File: src/rtl/nop_pad_pkg.sv
package nop_pad_pkg;
  localparam int unsigned NOP_MAX = 9;
  localparam int unsigned CNT_W   = $clog2(NOP_MAX + 1);
  typedef logic [CNT_W-1:0] cnt_t;

  localparam logic [7:0] B_PFX  = 8'h66;
  localparam logic [7:0] B_ONE  = 8'h90;
  localparam logic [7:0] B_ESC  = 8'h0F;
  localparam logic [7:0] B_OPC  = 8'h1F;
endpackage

File: src/rtl/nop_chunk_sel.sv
// Length of the next instruction: remaining bytes capped at the max pad size.
module nop_chunk_sel
  import nop_pad_pkg::*;
#(
  parameter int unsigned LEN_W = 16
) (
  input  logic [LEN_W-1:0] rem_i,
  output cnt_t             clen_o
);
  localparam logic [LEN_W-1:0] CAP = LEN_W'(NOP_MAX);

  always_comb begin
    if (rem_i >= CAP) clen_o = cnt_t'(NOP_MAX);
    else              clen_o = cnt_t'(rem_i);
  end
endmodule

File: src/rtl/nop_enc.sv
// Byte at position idx_i of the pad instruction of length clen_i.
module nop_enc
  import nop_pad_pkg::*;
(
  input  cnt_t       clen_i,
  input  cnt_t       idx_i,
  output logic [7:0] byte_o
);
  logic has_pfx;
  cnt_t body_len, body_idx;

  always_comb begin
    has_pfx  = (clen_i == cnt_t'(2)) || (clen_i == cnt_t'(6)) || (clen_i == cnt_t'(9));
    body_len = clen_i - cnt_t'(has_pfx);
    body_idx = idx_i - cnt_t'(has_pfx);
    byte_o   = 8'h00;
    if (has_pfx && idx_i == '0) begin
      byte_o = B_PFX;
    end else if (body_len == cnt_t'(1)) begin
      byte_o = B_ONE;
    end else begin
      unique case (body_idx)
        cnt_t'(0): byte_o = B_ESC;
        cnt_t'(1): byte_o = B_OPC;
        cnt_t'(2): begin
          // addressing byte picks the displacement size
          unique case (body_len)
            cnt_t'(4): byte_o = 8'h40;
            cnt_t'(5): byte_o = 8'h44;
            cnt_t'(7): byte_o = 8'h80;
            cnt_t'(8): byte_o = 8'h84;
            default:   byte_o = 8'h00;
          endcase
        end
        default: byte_o = 8'h00;
      endcase
    end
  end
endmodule

File: src/rtl/nop_pad_gen.sv
module nop_pad_gen
  import nop_pad_pkg::*;
#(
  parameter int unsigned LEN_W = 16
) (
  input  logic             clk_i,
  input  logic             rst_ni,
  input  logic             req_valid_i,
  input  logic [LEN_W-1:0] req_len_i,
  output logic             req_ready_o,
  output logic [7:0]       out_data_o,
  output logic             out_valid_o,
  input  logic             out_ready_i,
  output logic             out_last_o,
  output logic             busy_o
);
  logic             busy_q;
  logic [LEN_W-1:0] rem_q;
  cnt_t             idx_q, clen_q;
  logic [LEN_W-1:0] sel_src;
  cnt_t             sel_len;
  logic             accept, fire, chunk_end, final_byte;

  assign accept     = req_valid_i && !busy_q;
  assign fire       = busy_q && out_ready_i;
  assign final_byte = (rem_q == LEN_W'(1));
  assign chunk_end  = (idx_q == clen_q - cnt_t'(1));
  assign sel_src    = busy_q ? rem_q - LEN_W'(1) : req_len_i;

  nop_chunk_sel #(.LEN_W(LEN_W)) u_sel (
    .rem_i  (sel_src),
    .clen_o (sel_len)
  );

  nop_enc u_enc (
    .clen_i (clen_q),
    .idx_i  (idx_q),
    .byte_o (out_data_o)
  );

  always_ff @(posedge clk_i or negedge rst_ni) begin
    if (!rst_ni) begin
      busy_q <= 1'b0;
      rem_q  <= '0;
      idx_q  <= '0;
      clen_q <= '0;
    end else if (accept) begin
      busy_q <= (req_len_i != '0);
      rem_q  <= req_len_i;
      idx_q  <= '0;
      clen_q <= sel_len;
    end else if (fire) begin
      rem_q <= rem_q - LEN_W'(1);
      if (final_byte) busy_q <= 1'b0;
      if (chunk_end) begin
        idx_q  <= '0;
        clen_q <= sel_len;
      end else begin
        idx_q <= idx_q + cnt_t'(1);
      end
    end
  end

  assign req_ready_o = !busy_q;
  assign out_valid_o = busy_q;
  assign out_last_o  = busy_q && final_byte;
  assign busy_o      = busy_q;
endmodule

File: config.mk
export PLATFORM = sky130hd
export DESIGN_NAME = nop_pad_gen
export DESIGN_NICKNAME = d
export VERILOG_FILES = /design/src/rtl/nop_pad_pkg.sv /design/src/rtl/nop_chunk_sel.sv /design/src/rtl/nop_enc.sv /design/src/rtl/nop_pad_gen.sv
export SDC_FILE = /design/constraint.sdc
export NUM_CORES = 1
export LEC_CHECK = 0
export CORE_MARGIN = 2
export CORE_UTILIZATION = 35
export DETAILED_ROUTE_END_ITERATION = 10
export PLACE_DENSITY = 0.57
export SLEW_MARGIN = 20
export SYNTH_ARGS = -nofsm -noshare
export SYNTH_HDL_FRONTEND = slang
export SYNTH_SLANG_ARGS = --single-unit
File: constraint.sdc
create_clock -name clk_i -period 3.75 [get_ports clk_i]
set_input_delay 0.9375 -clock clk_i [delete_from_list [all_inputs] [get_ports clk_i]]
set_output_delay 0.9375 -clock clk_i [all_outputs]
set_load 0.02 [all_outputs]
### Yosys cells after proc, flatten, opt, wreduce, memory -nomap -nowiden

Index checks and enable logic that the tools add are counted.

* output and inout port bits: 12
* input bits: 20
* word-level logic and storage cells: 54
* flip-flop bits (word level): 25

* eq/ne operators: 12
* reductions and logical operators: 15
* $lt $le $gt $ge: 1
* mux-type cells: 17
* add/sub/neg operators: 5

Operator list (count)
* $mux 16: 3
* $pmux 8 s4: 1
* $mux 4: 7
* $pmux 8 s3: 1
* $eq 16x1->1 const B: 1
* $eq 4x3->1 const B: 4
* $ge 16x4->1 const B: 1
* $mux 8: 2
* $reduce_bool 16->1: 1
* $sub 16x1->16 const B: 1
* $eq 4x1->1 const B: 2
* $eq 4x2->1 const B: 2
* $eq 4x4->1 const B: 2
* $logic_not 4->1: 2
* $sub 4x1->4: 2
* $reduce_bool 2->1: 3
* $add 4x1->4 const B: 1
* $eq 4x4->1: 1
* $logic_and 1x1->1: 4
* $reduce_and 2->1: 2
* $sub 4x1->4 const B: 1
* $mux 1: 3
* $logic_or 1x1->1: 2
* $logic_not 1->1: 1

### Longest topological paths before layout

* depth in word-level cells: 9
* gate-level depth with buffers: 13
* depth with buffers taken out: 12

### Hierarchy

A second synthesis with hierarchy kept.

* cells, all modules: 284
* area total of the unflattened synthesis: 2229.6 um^2

Modules (own cells, without submodules)
* nop_pad_gen: seq. area each 625.6 um^2, cells each 231, instances 1, area an instance 1861.8 um^2
* nop_enc: seq. area each 0.0 um^2, cells each 43, instances 1, area an instance 304.0 um^2
* nop_chunk_sel: seq. area each 0.0 um^2, cells each 10, instances 1, area an instance 63.8 um^2

### Least setup slack after synthesis

Ideal clock, no wire load.

* path kind: reg2out
* from: reg clen_q[1]
* to: out out_data_o[2]
* path buffers: 0
* stages on the path, launching flop included: 13
* setup slack: 0.197 ns
* data required time: 2.812 ns
* data arrival time: 2.615 ns
* cell sequence: dfrtp_1 -> inv_1 -> ha_1 -> nor2b_1 -> mux2i_1 -> inv_1 -> ha_1 -> ha_1 -> xnor2_1 -> nand2_1 -> or3_1 -> a31o_2 -> a41o_1

* longest elaborated chain between the ends: 9
* elaborated cells on any way between the ends: 20

RTL lines
* start: declaration: line nop_pad_gen.sv:19 `cnt_t idx_q, clen_q;`
* start signal: assignment: line nop_pad_gen.sv:51 `clen_q <= sel_len;`
* start signal: assignment: line nop_pad_gen.sv:57 `clen_q <= sel_len;`
* $eq 4x2->1 or $eq 4x3->1 (tied branches): line nop_enc.sv:13 `has_pfx = (clen_i == cnt_t'(2)) || (clen_i == cnt_t'(6)) || (clen_i == cnt_t'(9));`
* $logic_or 1x1->1 (2 in series): line nop_enc.sv:13
* $sub 4x1->4: line nop_enc.sv:14 `body_len = clen_i - cnt_t'(has_pfx);`
* $eq 4x4->1 or $eq 4x3->1 (tied branches): line nop_enc.sv:27 `unique case (body_len)`
* $pmux 8 s4: line nop_enc.sv:27
* $pmux 8 s3: line nop_enc.sv:22 `unique case (body_idx)`
* $mux 8: line nop_enc.sv:19 `end else if (body_len == cnt_t'(1)) begin`
* $mux 8 (*): line nop_enc.sv:17 `if (has_pfx && idx_i == '0) begin`
* end: declaration: line nop_pad_gen.sv:11 `output logic [7:0] out_data_o,`

Mark *: on every way between the ends. The rest lies on a longest branch, timed or not.

### Final worst setup path

Ends and elaborated chain as after synthesis.

==> flow_metrics.env <==
export IMPL_whs_ps=557
export IMPL_power_density_mw_per_mm2=1060
export IMPL_die_h_um=82.5
export IMPL_crit_path_end_kind="output pin"
export IMPL_antenna_found_initial=0
export IMPL_rows=28
export IMPL_relSlewSlack=0.585
export IMPL_grt_max_degree=26
export IMPL_worstPathRequired_ps=2810
export IMPL_totalWireLength_mm=6.17
export IMPL_dpl_cell_area_mm2=0.00263
export IMPL_p_leak_nw=1.15
export IMPL_fin_crit_sh=1.00
export IMPL_drt_initial_drc_count=133
export IMPL_finClkSkew_ps=4.29
export IMPL_drive_above_1_share=0.199
export IMPL_start_util=0.364
export IMPL_cp_max_fo=2
export IMPL_root_buffer="clkbuf_8"
export IMPL_yosys_warnings=0
export IMPL_dpl_hpwl_mm=4.41
export IMPL_final_util=0.466
export IMPL_syn_avg_cell_area_um2=8.36
export IMPL_crit_arrival_ps=2810
export IMPL_clock_path_buffers=2
export IMPL_cts_tree="built"
export IMPL_layout_commonest_cell="buf_4"
export IMPL_synth_edff_count=0
export IMPL_drc=0
export IMPL_grt_overflow_total=0
export IMPL_routedWlPerCell_um=16.4
export IMPL_clk_pin_slew_ps=100
export IMPL_syn_area_mm2=0.00216
export IMPL_final_antenna_net_count=0
export IMPL_io_buffers=31
export IMPL_ios=32
export IMPL_worst_slack_ps=-0.208
export IMPL_worst_pin_slew_ps=621
export IMPL_synth_seq_cells=25
export IMPL_grt_pass1_vias=2135
export IMPL_clock_sinks=25
export IMPL_finalSetupTns_ps=-0.208
export IMPL_coreArea_mm2=0.00592
export IMPL_hp_start="rem_q[11]"
export IMPL_synth_nets=289
export IMPL_worstSetupStartpointType="register"
export IMPL_postSynthCellCount=258
export IMPL_setup_viol=1
export IMPL_ir_drop_v=0.000709
export IMPL_ys_flop_type="dfrtp_1"
export IMPL_firstDrtPassIters=4
export IMPL_layout_common_cells="29 x buf_4, 26 x nand2_1, 25 x dfrtp_1"
export IMPL_layout_nets=333
export IMPL_worstSetupStartpoint="clen_q[1]"
export IMPL_die_w_um=82.5
export IMPL_maxSlewViolCount=0
export IMPL_ys_async_sr_fraction=1.00
export IMPL_n_antenna_cell=0
export IMPL_synth_cell_types=58
export IMPL_finalWeightedCongestion=0.831
export IMPL_vias=2172
export IMPL_period_minus_slack_ps=3750
export IMPL_rr_startpoint="rem_q[0]"
export IMPL_maxCapViolations=0
export IMPL_design_die_area_mm2=0.00680
export IMPL_holdBufCountCts=0
export IMPL_min_path_type="register to register"
export IMPL_grt_pass1_wl_mm=10.2
export IMPL_hold_violations=0
export IMPL_synth_seq_area_share=0.290
export IMPL_area_growth_pct=28.0
export IMPL_numCtsBuffers=3
export IMPL_max_freq_ghz=0.267
export IMPL_rsz0062_at_grt="true"
export IMPL_status="complete, but fails checks"
export IMPL_clock_latency_ps=280
export IMPL_vias_per_cell=5.78
export IMPL_violations="setup timing"
export IMPL_crit_type="register to output pin"
export IMPL_htree_levels=1
export IMPL_fin_area_mm2=0.00276
export IMPL_grt_usage=0.197
logic make-up after synthesis:
family | count (synthesis) | share of synthesized area
simple gates | 112 | 0.283
mux | 4 | 0.0192
flops | 25 | 0.290
fa+ha+maj | 11 | 0.0638
xor+xnor | 14 | 0.0604
compound gates | 62 | 0.216
buf+inv | 30 | 0.0673
stage by stage:
stage	setup slack, ps	std cells	power [mW]
2_1_floorplan	197	258	1.88
3_3_place_gp	-83.3	368	2.54
3_5_place_dp	-158	368	2.54
4_1_cts	-26.1	375	2.78
5_1_grt	-111	376	3.20
6_report	-0.208	376	2.94
report_power, final:
| part | internal, mW | total [mW] | leakage (nW) | switching (mW) |
|---|---|---|---|---|
| clock | 0.0748 | 0.174 | 0.0255 | 0.0996 |
| combinational | 1.08 | 2.19 | 0.814 | 1.11 |
| sequential | 0.383 | 0.571 | 0.313 | 0.188 |
| total | 1.54 | 2.94 | 1.15 | 1.40 |
synthesized netlist by cell type (all sizes together) (2+ instances only):
master	number	share of area
mux2i	3	0.014
clkbuf	8	0.014
xor2	4	0.016
o32ai	2	0.0081
and2	4	0.012
or3	8	0.023
nor3b	2	0.0070
o31a	2	0.0081
dfrtp	25	0.29
nand2b	2	0.0058
inv	11	0.019
nor2	19	0.033
nor3	11	0.026
nand3b	2	0.0070
o221ai	2	0.0081
ha	11	0.064
nor4	12	0.038
a221o	8	0.037
o311ai	4	0.016
buf	10	0.032
o21ai	10	0.023
a31oi	3	0.0087
a21oi	10	0.023
and3	3	0.0087
nand2	26	0.045
a31o	2	0.0081
or4	7	0.026
nand4	3	0.0087
or4b	2	0.011
nor2b	2	0.0058
o211ai	4	0.014
xnor2	10	0.044
o31ai	4	0.014
nor4b	2	0.0081
nand3	5	0.012
final cells by class:
| class | instances | area [um2] |
|---|---|---|
| flip-flops and latches | 25 | 626 |
| clock inverters | 1 | 5.00 |
| fillers | 597 | 3160 |
| multi-input cells | 203 | 1460 |
| repair buffers | 57 | 488 |
| well taps | 75 | 93.8 |
| clock buffers | 3 | 41.3 |
| inverters | 12 | 45.0 |
worst paths after layout:
kind,slack [ps],endpoint,cells after the start
worst min-delay path,560,rem_q[11],1
min in group asynchronous,1020,rem_q[4],2
worst min register to register,560,rem_q[11],1
worst max-delay path,-0.2,out_data_o[2],12
worst max register to register,800,clen_q[2],7
max in group asynchronous,2470,idx_q[0],2
critical path, stage by stage (launching register included):
cell and delay (ps):
dfrtp_1 400, buf_4 140, ha_1 180, mux2i_2 210
inv_2 80, ha_4 170, ha_4 150, xnor2_2 170
nand2_1 100, or3_4 350, a31o_4 250, a41o_1 210
buf_6 130
metal layers:
metal,track usage,wire length (um)
met1,0.251,2790
met2,0.353,3060
met3,0.0130,254
met4,0.0583,61
met5,0,0
state kept, by name, summed over array words and instances, names as in the netlist:
signal and count:
rem_q 16, clen_q 4, idx_q 4, busy_o 1
timing repair:
| item | in CTS | in global routing |
|---|---|---|
| pin swaps | 7 | 8 |
| hold endpoints to repair | 0 | 0 |
| resized for setup | 26 | 19 |
| setup buffers | 3 | 1 |
| setup endpoints to repair | 7 | 7 |
No activity file was read; power rests on OpenSTA's default activity.
